--- config.mk ---
export PLATFORM = sky130hd
export DESIGN_NAME = cfg_source_arbiter
export DESIGN_NICKNAME = d
export VERILOG_FILES = /design/src/rtl/cfg_arb_pkg.sv /design/src/rtl/strap_decode.sv /design/src/rtl/cfg_regfile.sv /design/src/rtl/cfg_select.sv /design/src/rtl/cfg_source_arbiter.sv
export SDC_FILE = /design/constraint.sdc
export NUM_CORES = 1
export LEC_CHECK = 0
export BUFFER_PORTS_ARGS = -buffer_cell sky130_fd_sc_hd__buf_2
export CORE_ASPECT_RATIO = 0.8
export CORE_MARGIN = 5
export CORE_UTILIZATION = 50
export CTS_CLUSTER_SIZE = 28
export DETAILED_ROUTE_END_ITERATION = 7
export PLACE_DENSITY = 0.78
export SETUP_SLACK_MARGIN = 0.2
export SKIP_CTS_REPAIR_TIMING = 1
export SYNTH_ARGS = -nofsm -noshare
export SYNTH_HDL_FRONTEND = slang
export SYNTH_HIERARCHICAL = 1
export SYNTH_SLANG_ARGS = --single-unit
--- constraint.sdc ---
create_clock -name clk -period 1.9 [get_ports clk]
set_input_delay 0 -clock clk [delete_from_list [all_inputs] [get_ports clk]]
set_output_delay 0 -clock clk [all_outputs]
set_load 0.02 [all_outputs]
--- src/rtl/cfg_arb_pkg.sv ---
package cfg_arb_pkg;

    typedef logic [1:0] lvl_t;

    localparam lvl_t LVL_0 = 2'b00;
    localparam lvl_t LVL_R = 2'b01;
    localparam lvl_t LVL_F = 2'b10;
    localparam lvl_t LVL_1 = 2'b11;

    // Per-channel setting word; field order is the register layout.
    typedef struct packed {
        lvl_t sdth;
        lvl_t term;
        lvl_t amp;
        lvl_t eq;
    } chan_cfg_t;

    localparam int CFG_W = $bits(chan_cfg_t);

    typedef struct packed {
        lvl_t eq_a;
        lvl_t eq_b;
        lvl_t amp_a;
        lvl_t amp_b;
        lvl_t rxdet;
        lvl_t sdth;
    } strap_t;

    localparam int CTRL_ADDR    = 8'h06;
    localparam int STAT_ADDR    = 8'h07;
    localparam int CH_BASE      = 8'h08;
    localparam int EN_BIT       = 3;
    localparam int OVR_TERM_BIT = 0;
    localparam int OVR_SDTH_BIT = 1;

    // A strap used as an address bit reads high for levels F and 1.
    function automatic logic lvl_to_bit(lvl_t l);
        return l[1];
    endfunction

endpackage

--- src/rtl/strap_decode.sv ---
module strap_decode
    import cfg_arb_pkg::*;
#(
    parameter int NCH = 8
) (
    input  strap_t                straps,
    output chan_cfg_t [NCH-1:0]   pin_cfg,
    output logic      [3:0]       addr_bits
);

    localparam int HALF = NCH / 2;

    for (genvar i = 0; i < NCH; i++) begin : g_ch
        if (i < HALF) begin : g_grp_a
            assign pin_cfg[i].eq  = straps.eq_a;
            assign pin_cfg[i].amp = straps.amp_a;
        end else begin : g_grp_b
            assign pin_cfg[i].eq  = straps.eq_b;
            assign pin_cfg[i].amp = straps.amp_b;
        end
        assign pin_cfg[i].term = straps.rxdet;
        assign pin_cfg[i].sdth = straps.sdth;
    end

    assign addr_bits = {lvl_to_bit(straps.amp_b), lvl_to_bit(straps.amp_a),
                        lvl_to_bit(straps.eq_b),  lvl_to_bit(straps.eq_a)};

endmodule

--- src/rtl/cfg_regfile.sv ---
module cfg_regfile
    import cfg_arb_pkg::*;
#(
    parameter int NCH    = 8,
    parameter int ADDR_W = 8,
    parameter int DATA_W = 8
) (
    input  logic                  clk,
    input  logic                  rst,
    input  logic                  mode,
    input  chan_cfg_t [NCH-1:0]   pin_cfg,
    input  logic                  wr,
    input  logic [ADDR_W-1:0]     addr,
    input  logic [DATA_W-1:0]     wdata,
    input  logic [NCH-1:0]        sig_det,
    output chan_cfg_t [NCH-1:0]   chans,
    output logic                  reg_en,
    output logic                  ovr_term,
    output logic                  ovr_sdth,
    output logic                  mode_rise,
    output logic [DATA_W-1:0]     rdata
);

    localparam logic [ADDR_W-1:0] A_CTRL = ADDR_W'(CTRL_ADDR);
    localparam logic [ADDR_W-1:0] A_STAT = ADDR_W'(STAT_ADDR);

    logic      mode_q;
    logic      mode_fall;
    logic      wr_live;
    logic      ctrl_hit;
    chan_cfg_t regs_q [NCH];

    assign mode_rise = mode & ~mode_q;
    assign mode_fall = mode_q & ~mode;
    assign wr_live   = wr & mode & ~mode_rise;
    assign ctrl_hit  = wr_live && (addr == A_CTRL);

    always_ff @(posedge clk) begin
        if (rst) mode_q <= 1'b0;
        else     mode_q <= mode;
    end

    always_ff @(posedge clk) begin
        if (rst || mode_fall) begin
            reg_en   <= 1'b0;
            ovr_term <= 1'b0;
            ovr_sdth <= 1'b0;
        end else if (ctrl_hit) begin
            reg_en <= wdata[EN_BIT];
            if (reg_en) begin
                ovr_term <= ovr_term | wdata[OVR_TERM_BIT];
                ovr_sdth <= ovr_sdth | wdata[OVR_SDTH_BIT];
            end
        end
    end

    for (genvar i = 0; i < NCH; i++) begin : g_reg
        localparam logic [ADDR_W-1:0] A_CH = ADDR_W'(CH_BASE + i);
        logic hit;
        assign hit = wr_live && reg_en && (addr == A_CH);

        always_ff @(posedge clk) begin
            if (rst || mode_fall)  regs_q[i] <= '0;
            else if (mode_rise)    regs_q[i] <= pin_cfg[i];
            else if (hit)          regs_q[i] <= chan_cfg_t'(wdata[CFG_W-1:0]);
        end

        assign chans[i] = regs_q[i];
    end

    always_comb begin
        rdata = '0;
        if (addr == A_CTRL) begin
            rdata[EN_BIT]       = reg_en;
            rdata[OVR_TERM_BIT] = ovr_term;
            rdata[OVR_SDTH_BIT] = ovr_sdth;
        end else if (addr == A_STAT) begin
            rdata[NCH-1:0] = sig_det;
        end else begin
            for (int i = 0; i < NCH; i++) begin
                if (addr == ADDR_W'(CH_BASE + i)) rdata[CFG_W-1:0] = regs_q[i];
            end
        end
    end

    // a channel write with the enable bit low leaves every register alone
    assert_write_gate_R4: assert property (@(posedge clk) disable iff (rst)
        (wr_live && !reg_en && mode && mode_q) |=> $stable(chans));

    // an override can only appear when the enable bit was already set
    assert_ovr_needs_en_R7: assert property (@(posedge clk) disable iff (rst)
        ($rose(ovr_term) || $rose(ovr_sdth)) |-> $past(reg_en));

    // overrides stay set for as long as register mode lasts
    assert_ovr_sticky_R8: assert property (@(posedge clk) disable iff (rst)
        (mode && ovr_term) |=> ovr_term);

    // leaving register mode drops the enable bit and all overrides
    assert_fall_clear_R9: assert property (@(posedge clk) disable iff (rst)
        mode_fall |=> (!reg_en && !ovr_term && !ovr_sdth));

endmodule

--- src/rtl/cfg_select.sv ---
module cfg_select
    import cfg_arb_pkg::*;
#(
    parameter int NCH = 8
) (
    input  logic                  clk,
    input  logic                  rst,
    input  logic                  mode,
    input  logic                  mode_rise,
    input  logic                  ovr_term,
    input  logic                  ovr_sdth,
    input  chan_cfg_t [NCH-1:0]   pin_cfg,
    input  chan_cfg_t [NCH-1:0]   chans,
    output chan_cfg_t [NCH-1:0]   eff
);

    logic use_pins;
    logic reg_term;
    logic reg_sdth;

    assign use_pins = ~mode | mode_rise;
    assign reg_term = mode & ovr_term;
    assign reg_sdth = mode & ovr_sdth;

    for (genvar i = 0; i < NCH; i++) begin : g_sel
        always_comb begin
            eff[i].eq   = use_pins ? pin_cfg[i].eq   : chans[i].eq;
            eff[i].amp  = use_pins ? pin_cfg[i].amp  : chans[i].amp;
            eff[i].term = reg_term ? chans[i].term   : pin_cfg[i].term;
            eff[i].sdth = reg_sdth ? chans[i].sdth   : pin_cfg[i].sdth;
        end
    end

    // across mode entry, steady straps give steady equalization/amplitude
    assert_no_glitch_R3: assert property (@(posedge clk) disable iff (rst)
        mode_rise |=> (!mode || !$stable(pin_cfg) || $stable(eff)));

endmodule

--- src/rtl/cfg_source_arbiter.sv ---
module cfg_source_arbiter
    import cfg_arb_pkg::*;
#(
    parameter int NCH = 8
) (
    input  logic               clk,
    input  logic               rst,
    input  logic               reg_mode,
    input  logic               pwr_down,
    input  logic [1:0]         strap_eq_a,
    input  logic [1:0]         strap_eq_b,
    input  logic [1:0]         strap_amp_a,
    input  logic [1:0]         strap_amp_b,
    input  logic [1:0]         strap_rxdet,
    input  logic [1:0]         strap_sdth,
    input  logic [NCH-1:0]     sig_det,
    input  logic               bus_wr,
    input  logic [7:0]         bus_addr,
    input  logic [7:0]         bus_wdata,
    output logic [7:0]         bus_rdata,
    output logic [2*NCH-1:0]   eq_out,
    output logic [2*NCH-1:0]   amp_out,
    output logic [2*NCH-1:0]   term_out,
    output logic [2*NCH-1:0]   sdth_out,
    output logic [NCH-1:0]     chan_on,
    output logic [3:0]         bus_id
);

    strap_t               straps;
    chan_cfg_t [NCH-1:0]  pin_cfg;
    chan_cfg_t [NCH-1:0]  chans;
    chan_cfg_t [NCH-1:0]  eff;
    logic [3:0]           addr_bits;
    logic                 reg_en;
    logic                 ovr_term;
    logic                 ovr_sdth;
    logic                 mode_rise;

    assign straps = '{eq_a: strap_eq_a, eq_b: strap_eq_b, amp_a: strap_amp_a,
                      amp_b: strap_amp_b, rxdet: strap_rxdet, sdth: strap_sdth};

    strap_decode #(.NCH(NCH)) u_dec (
        .straps    (straps),
        .pin_cfg   (pin_cfg),
        .addr_bits (addr_bits)
    );

    cfg_regfile #(.NCH(NCH), .ADDR_W(8), .DATA_W(8)) u_regs (
        .clk       (clk),
        .rst       (rst),
        .mode      (reg_mode),
        .pin_cfg   (pin_cfg),
        .wr        (bus_wr),
        .addr      (bus_addr),
        .wdata     (bus_wdata),
        .sig_det   (sig_det),
        .chans     (chans),
        .reg_en    (reg_en),
        .ovr_term  (ovr_term),
        .ovr_sdth  (ovr_sdth),
        .mode_rise (mode_rise),
        .rdata     (bus_rdata)
    );

    cfg_select #(.NCH(NCH)) u_sel (
        .clk       (clk),
        .rst       (rst),
        .mode      (reg_mode),
        .mode_rise (mode_rise),
        .ovr_term  (ovr_term),
        .ovr_sdth  (ovr_sdth),
        .pin_cfg   (pin_cfg),
        .chans     (chans),
        .eff       (eff)
    );

    for (genvar i = 0; i < NCH; i++) begin : g_flat
        assign eq_out[2*i +: 2]   = eff[i].eq;
        assign amp_out[2*i +: 2]  = eff[i].amp;
        assign term_out[2*i +: 2] = eff[i].term;
        assign sdth_out[2*i +: 2] = eff[i].sdth;
    end

    assign chan_on = ~{NCH{pwr_down}};
    assign bus_id  = reg_mode ? addr_bits : 4'b0000;

    // in strap mode the outermost channels follow their group straps
    assert_pin_group_R2: assert property (@(posedge clk) disable iff (rst)
        !reg_mode |-> (eq_out[1:0] == strap_eq_a && eq_out[2*NCH-1 -: 2] == strap_eq_b
                       && amp_out[1:0] == strap_amp_a));

    // no address bits are presented while in strap mode
    assert_id_idle_R6: assert property (@(posedge clk) disable iff (rst)
        !reg_mode |-> (bus_id == 4'b0000));

endmodule

==> metrics.md, run 1 <==
| Metric | Value |
|---|---|
| Status | `finished, final reports clean` |
| P_leak | `2.70 nW` |
| Critical Path RT | `1.90 ns` |
| Cell area after synthesis | `5260 um^2` |
| Critical path, cell by cell | `mux2_4 -> o2111a_1 -> a31oi_2 -> nand4_1 -> a22o_1 -> buf_6` |
| Area grow syn2layout | `19.8%` |
| Core Area | `10300 um^2` |
| Ys async rst share | `0` |
| Hold crit path type | `in2reg` |
| Routed WL per cell | `22.8 um` |
| Clk sinks | `68` |
| Final hold violation count | `0` |
| Sequential cell area | `2010 um^2` |
| Cell Rows | `33` |
| Clk buf depth | `2` |
| Largest stage delay, worst path | `0.38 ns` |
| Period utilization | `0.995` |
| Worst hold margin | `0.0861 ns` |
| Number of library cell types mapped by synthesis | `48` |
| Fin crit period | `1.89 ns` |
| RD Place Congestion | `0.914` |
| Total CTS buffers | `9` |
| DP HPWL | `11000 um` |
| Initial core utilization | `0.511` |
| Root Buffer | `clkbuf_16` |
| DRT iter0 DRCs | `344` |
| XOR/XNOR Fraction of Synth Area | `0` |
| Synth Register Bits | `68` |
| Worst Skew | `0.00536 ns` |
| Layout cells sized above 1 | `0.547` |
| Die Y | `102 um` |
| Tot GR Track Use | `0.232` |
| Peak VDD IR | `0.000459 V` |
| CP max-delay cell | `edfxtp_1` |
| Yosys warns | `6` |
| RSZ-0062 raised after global routing | `true` |
| Syn nets | `506` |
| Routed Antenna Nets | `0` |
| Mean Syn Cell Area | `11.3 um^2` |
| Mux contribution to synthesized area | `0.197` |
| Global route overflow | `0` |
| Post-synth EDFFs | `64` |
| Max Cap Viol | `0` |
| Max Fclk | `529 MHz` |
| Top_reg_cell synth | `edfxtp_1` |
| FILL cells | `819` |
| Vias per cell | `6.15` |
| Startpoint Class | `register` |
| Die Width | `125 um` |
| Pre-Repair DR Iteration Count | `5` |
| Adder-cell share of the synthesized area | `0` |
| Die area | `12700 um^2` |
| ANT cells | `0` |
| Crit Path Category | `reg2out` |
| Largest family of logic cells by synthesized area | `multiplexers` |
| CP Data Arrival Time | `1.89 ns` |
| Seq/Total Area, Yosys | `0.381` |
| Power, Total | `4.65 mW` |
| Simple-gate area share of the yosys netlist | `0.0950` |
| Area fraction in compound gates after synthesis | `0.177` |
| Slew margin rel. | `0.617` |
| H-tree depth | `3` |
| Worst-Margin Slew | `0.573 ns` |
| Final setup viols | `0` |
| Vias | `4200` |
| Largest net degree at the start of global routing | `53` |
| Area of the multi-input gates | `2610 um^2` |
| I/O pin count | `125` |
| CTS tree | `yes` |
| Final Util | `0.613` |
| CP endpoint kind | `primary output` |
| Max-slew violations | `0` |
| Vias in the first global route | `4035` |
| Initial antenna violation count | `0` |
| Worst-path fanout max | `2` |
| Layout Nets | `579` |
| Drt total wl | `15500 um` |
| P per Cell Area | `738 nW/um^2` |
| Fin area | `6300 um^2` |
| Synth Instances | `465` |
| DRC | `0` |
| Clock transition at path regs | `0.06 ns` |
| Clk_lat worst skew | `0.33 ns` |
| Port Buf Inserts | `124` |
| Post-DP Area | `5550 um^2` |
| First-pass GRT wire length | `23000 um` |
==> synthesized netlist by cell type, types with 2 or more instances <==
library cell | count | area share
nand3_1 | 4 | 0.0038
edfxtp_1 | 64 | 0.37
and2_1 | 6 | 0.0071
buf_1 | 8 | 0.0057
a22o_1 | 67 | 0.11
a32o_1 | 2 | 0.0038
nand2_2 | 2 | 0.0024
inv_1 | 5 | 0.0036
mux2_2 | 39 | 0.084
o2111ai_1 | 3 | 0.0050
o32ai_1 | 2 | 0.0033
nor2_1 | 20 | 0.014
mux2i_1 | 10 | 0.019
mux2_4 | 30 | 0.086
o22ai_1 | 7 | 0.0083
nor2b_1 | 5 | 0.0060
a31oi_1 | 3 | 0.0036
o211ai_1 | 2 | 0.0029
o31a_1 | 2 | 0.0033
a21oi_1 | 14 | 0.013
a22oi_1 | 5 | 0.0071
clkbuf_1 | 18 | 0.013
mux4_2 | 2 | 0.0086
a21o_1 | 2 | 0.0029
buf_6 | 3 | 0.0064
o21ai_0 | 7 | 0.0067
buf_12 | 3 | 0.011
buf_4 | 75 | 0.11
buf_2 | 3 | 0.0029
nand2b_1 | 8 | 0.0095
nor3_1 | 4 | 0.0038
nand4_1 | 4 | 0.0048
dfxtp_1 | 4 | 0.015
nand2_1 | 16 | 0.011
and3_1 | 3 | 0.0036
==> through the flow <==
stage | TNS (ns) | cells | setup WS (ns)
final | 0 | 683 | 0.0104
after global routing | -0.0789 | 683 | -0.0789
after detailed placement | 0 | 647 | 0.00382
after floorplan | 0 | 465 | 0.0909
after global placement | 0 | 647 | 0.107
after CTS | -0.200 | 663 | -0.112
==> final cells by class <==
| type | instances | share of cell area |
|---|---|---|
| Clock buffer | 10 | 0.0364 |
| Clock inverter | 6 | 0.0141 |
| Inverter | 5 | 0.00298 |
| Multi-Input combinational cell | 282 | 0.414 |
| Sequential cell | 68 | 0.319 |
| Tap cell | 140 | 0.0278 |
| Timing Repair Buffer | 172 | 0.186 |
==> power by group <==
part | switching, mW | internal [mW]
Sequential | 0.0731 | 1.76
Clock | 0.626 | 1.15
Combinational | 0.582 | 0.458
Total | 1.28 | 3.37
==> cells by family (layout without fill, tap and decap cells) <==
logic type	count (synthesis)	count (layout)
compound gates	119	119
buf+inv	115	193
flops	68	68
mux	81	81
simple gates	82	82
==> critical path: cells and delay by family, from the launching register on <==
kind | cells | cell delay [ns]
flops | 1 | 0.38
compound gates | 3 | 0.64
mux | 1 | 0.29
simple gates | 1 | 0.11
buf+inv | 1 | 0.13
==> layout by cell type, fill, tap and decap left out, drive strengths merged, types with 8 or more instances in the layout <==
cell	Yosys	routed
mux2i	10	10
clkbuf	18	12
nor2	20	20
nand2	18	18
mux2	69	69
edfxtp	64	64
a22o	67	67
nand2b	8	8
buf	92	169
a21oi	14	14
==> layer usage <==
layer | vias up | track usage | wire [um]
met5 | - | 0 | 0
met4 | 0 | 0.0564 | 194
met3 | 17 | 0.0517 | 1940
met2 | 307 | 0.344 | 6730
met1 | 2027 | 0.345 | 6690
li1 | 1849 | - | -
==> registers in the layout, summed over array words and instances, names as in the netlist <==
name	cells
u_regs/reg_en	1
u_regs/ovr_term	1
u_regs/mode_q	1
u_regs/ovr_sdth	1
u_regs/regs_q	64
==> final timing paths <==
path | from | endpoint | slack, ns | cells after the start
worst min-delay path | strap_amp_a[0] | u_regs/regs_q[0][18]$_DFFE_PP_ | 0.09 | 2
worst max register to register | u_regs/mode_q$_SDFF_PP0_ | u_regs/regs_q[1][9]$_DFFE_PP_ | 0.12 | 5
worst min register to register | u_regs/reg_en$_SDFFE_PN0P_ | u_regs/reg_en$_SDFFE_PN0P_ | 0.54 | 2
worst max-delay path | u_regs/regs_q[0][0]$_DFFE_PP_ | bus_rdata[0] | 0.01 | 6
Power figures use the tool's default switching activity.
==> run 2, diff against run 1 <==
--- a/config.mk
+++ b/config.mk
@@ -5,12 +5,12 @@
 export SDC_FILE = /design/constraint.sdc
 export NUM_CORES = 1
 export LEC_CHECK = 0
-export BUFFER_PORTS_ARGS = -buffer_cell sky130_fd_sc_hd__buf_2
 export CORE_ASPECT_RATIO = 0.8
 export CORE_MARGIN = 5
-export CORE_UTILIZATION = 50
+export CORE_UTILIZATION = 59
 export CTS_CLUSTER_SIZE = 28
 export DETAILED_ROUTE_END_ITERATION = 7
+export DONT_BUFFER_PORTS = 1
 export PLACE_DENSITY = 0.78
 export SETUP_SLACK_MARGIN = 0.2
 export SKIP_CTS_REPAIR_TIMING = 1
==> run 2 against run 1 <==
Effect of this change: fmax down 2.0%; the run now ends with setup timing left; first-iteration DRC count rose by 11%; core utilization grew 3.8 points; via count is 8.7% lower; combinational power down 20%; setup slack worse by 0.038 ns; register-to-register slack is essentially flat; sequential power is essentially flat; die area fell by 14%; global-route usage up 1.9 points.
==> metrics.md, run 2 (synthesized netlist as in run 1, its figures left out) <==
| Metric | Value |
|---|---|
| Peak VDD IR | `0.000497 V` |
| Worst-Margin Slew | `0.533 ns` |
| CTS tree | `yes` |
| Clk sinks | `68` |
| CP max-delay cell | `edfxtp_1` |
| RSZ-0062 raised after global routing | `true` |
| Post-route setup slack | `-0.0277 ns` |
| Final hold violation count | `0` |
| Clk buf depth | `2` |
| CP endpoint kind | `primary output` |
| Global route overflow | `0` |
| Top reg by flops | `u_regs/regs_q` |
| Fin crit period | `1.93 ns` |
| Commonest non-fill, non-tap cell in the layout | `a22o_1` |
| H-tree depth | `3` |
| Sequential cell area | `2010 um^2` |
| Clock transition at path regs | `0.07 ns` |
| Critical path, cell by cell | `mux2_4 -> o2111a_1 -> a31oi_2 -> nand4_1 -> a22o_4` |
| Routed WL per cell | `27.3 um` |
| Die Width | `116 um` |
| Largest net degree at the start of global routing | `65` |
| Commonest non-fill, non-tap cells in the layout | `a22o_1 (66), edfxtp_1 (64), mux2_2 (36)` |
| Vias | `3834` |
| Area grow syn2layout | `6.36%` |
| ANT cells | `0` |
| Root Buffer | `clkbuf_8` |
| Clk_lat worst skew | `0.35 ns` |
| Vias per cell | `7.05` |
| P per Cell Area | `687 nW/um^2` |
| Initial core utilization | `0.611` |
| Die Y | `94.4 um` |
| Pre-Repair DR Iteration Count | `5` |
| DRC | `0` |
| Port Buf Inserts | `0` |
| DP HPWL | `9960 um` |
| Vias in the first global route | `3443` |
| P_leak | `2.18 nW` |
| Total CTS buffers | `9` |
| Status | `finished, violations left` |
| Crit path buf inv count | `0` |
| Initial antenna violation count | `1` |
| Max-slew violations | `0` |
| Non-Filler Instances | `544` |
| Largest register FFs | `64` |
| CP Data Arrival Time | `1.93 ns` |
| Largest stage delay, worst path | `0.42 ns` |
| Hold crit path type | `in2reg` |
| Startpoint Class | `register` |
| Reg2reg setup slack | `0.11 ns` |
| Slew margin rel. | `0.643` |
| Drt total wl | `14800 um` |
| Critical Path RT | `1.90 ns` |
| Failing checks | `setup timing` |
| RD Place Congestion | `0.914` |
| Period utilization | `1.01` |
| Max Cap Viol | `0` |
| Routed Antenna Nets | `0` |
| I/O pin count | `125` |
| Tot GR Track Use | `0.250` |
| Final setup viols | `1` |
| Worst-path fanout max | `2` |
| DRT iter0 DRCs | `383` |
| Crit Path Category | `reg2out` |
| Cell Rows | `30` |
| Max Fclk | `519 MHz` |
| Core Area | `8600 um^2` |
| Final Util | `0.650` |
| Placed cell count | `486` |
| Worst Skew | `0.00639 ns` |
| Area of the multi-input gates | `2610 um^2` |
| First-pass GRT wire length | `20500 um` |
| Layout cells sized above 1 | `0.368` |
| Layout Nets | `468` |
| FILL cells | `631` |
| Delay-heaviest family, CP | `compound AO/OA/AOI/OAI gates` |
| Die area | `10900 um^2` |
==> run 2: path summary, 6_finish.rpt <==
kind / start / end / cells after the start
max: u_regs/regs_q[0][16]$_DFFE_PP_ / bus_rdata[0] / 5
min: reg_mode / u_regs/reg_en$_SDFFE_PN0P_ / 4
max reg2reg: u_regs/mode_q$_SDFF_PP0_ / u_regs/regs_q[1][13]$_DFFE_PP_ / 5
min reg2reg: u_regs/ovr_sdth$_SDFFE_PN0P_ / u_regs/ovr_sdth$_SDFFE_PN0P_ / 2
==> run 2: routing by layer <==
layer	global-route usage	vias up	part of all wire
li1	-	1630	-
met1	0.362	1879	0.41
met2	0.368	297	0.44
met3	0.0730	26	0.14
met4	0.0674	2	0.016
met5	0	-	0.00088
==> run 2: worst register-to-register path, cell delays in order (launching register included) <==
cell	delay (ns)
dfxtp_4	0.39
and3_4	0.21
nand4_4	0.12
or2_4	0.32
nor3b_4	0.23
nand2b_4	0.22
==> run 2: per-stage QoR <==
step                setup TNS, ns  hold slack, ns  worst slack, ns  cell area (um^2)  total power [mW]
finish                    -0.0277          0.0222          -0.0277              5590              3.84
global placement                0           0.112            0.161              4840              2.50
global route              -0.0832          0.0290          -0.0832              5590              3.95
detailed placement              0           0.114           0.0269              4840              2.52
CTS                       -0.0682          -0.266          -0.0682              5040              3.68
floorplan                       0           0.105           0.0909              5270              2.55
==> run 2: area by class of cell <==
class                           instances  share of cell area
Timing Repair Buffer                   61               0.109
Multi-Input combinational cell        282               0.468
Tap cell                              112              0.0251
Inverter                                5             0.00336
Clock buffer                           16              0.0358
Sequential cell                        68               0.359
==> run 2: power breakdown <==
part / internal, mW / switching [mW] / leakage, nW
Sequential: 1.76 / 0.0713 / 0.740
Combinational: 0.360 / 0.471 / 1.34
Clock: 0.654 / 0.522 / 0.103
Total: 2.77 / 1.06 / 2.18
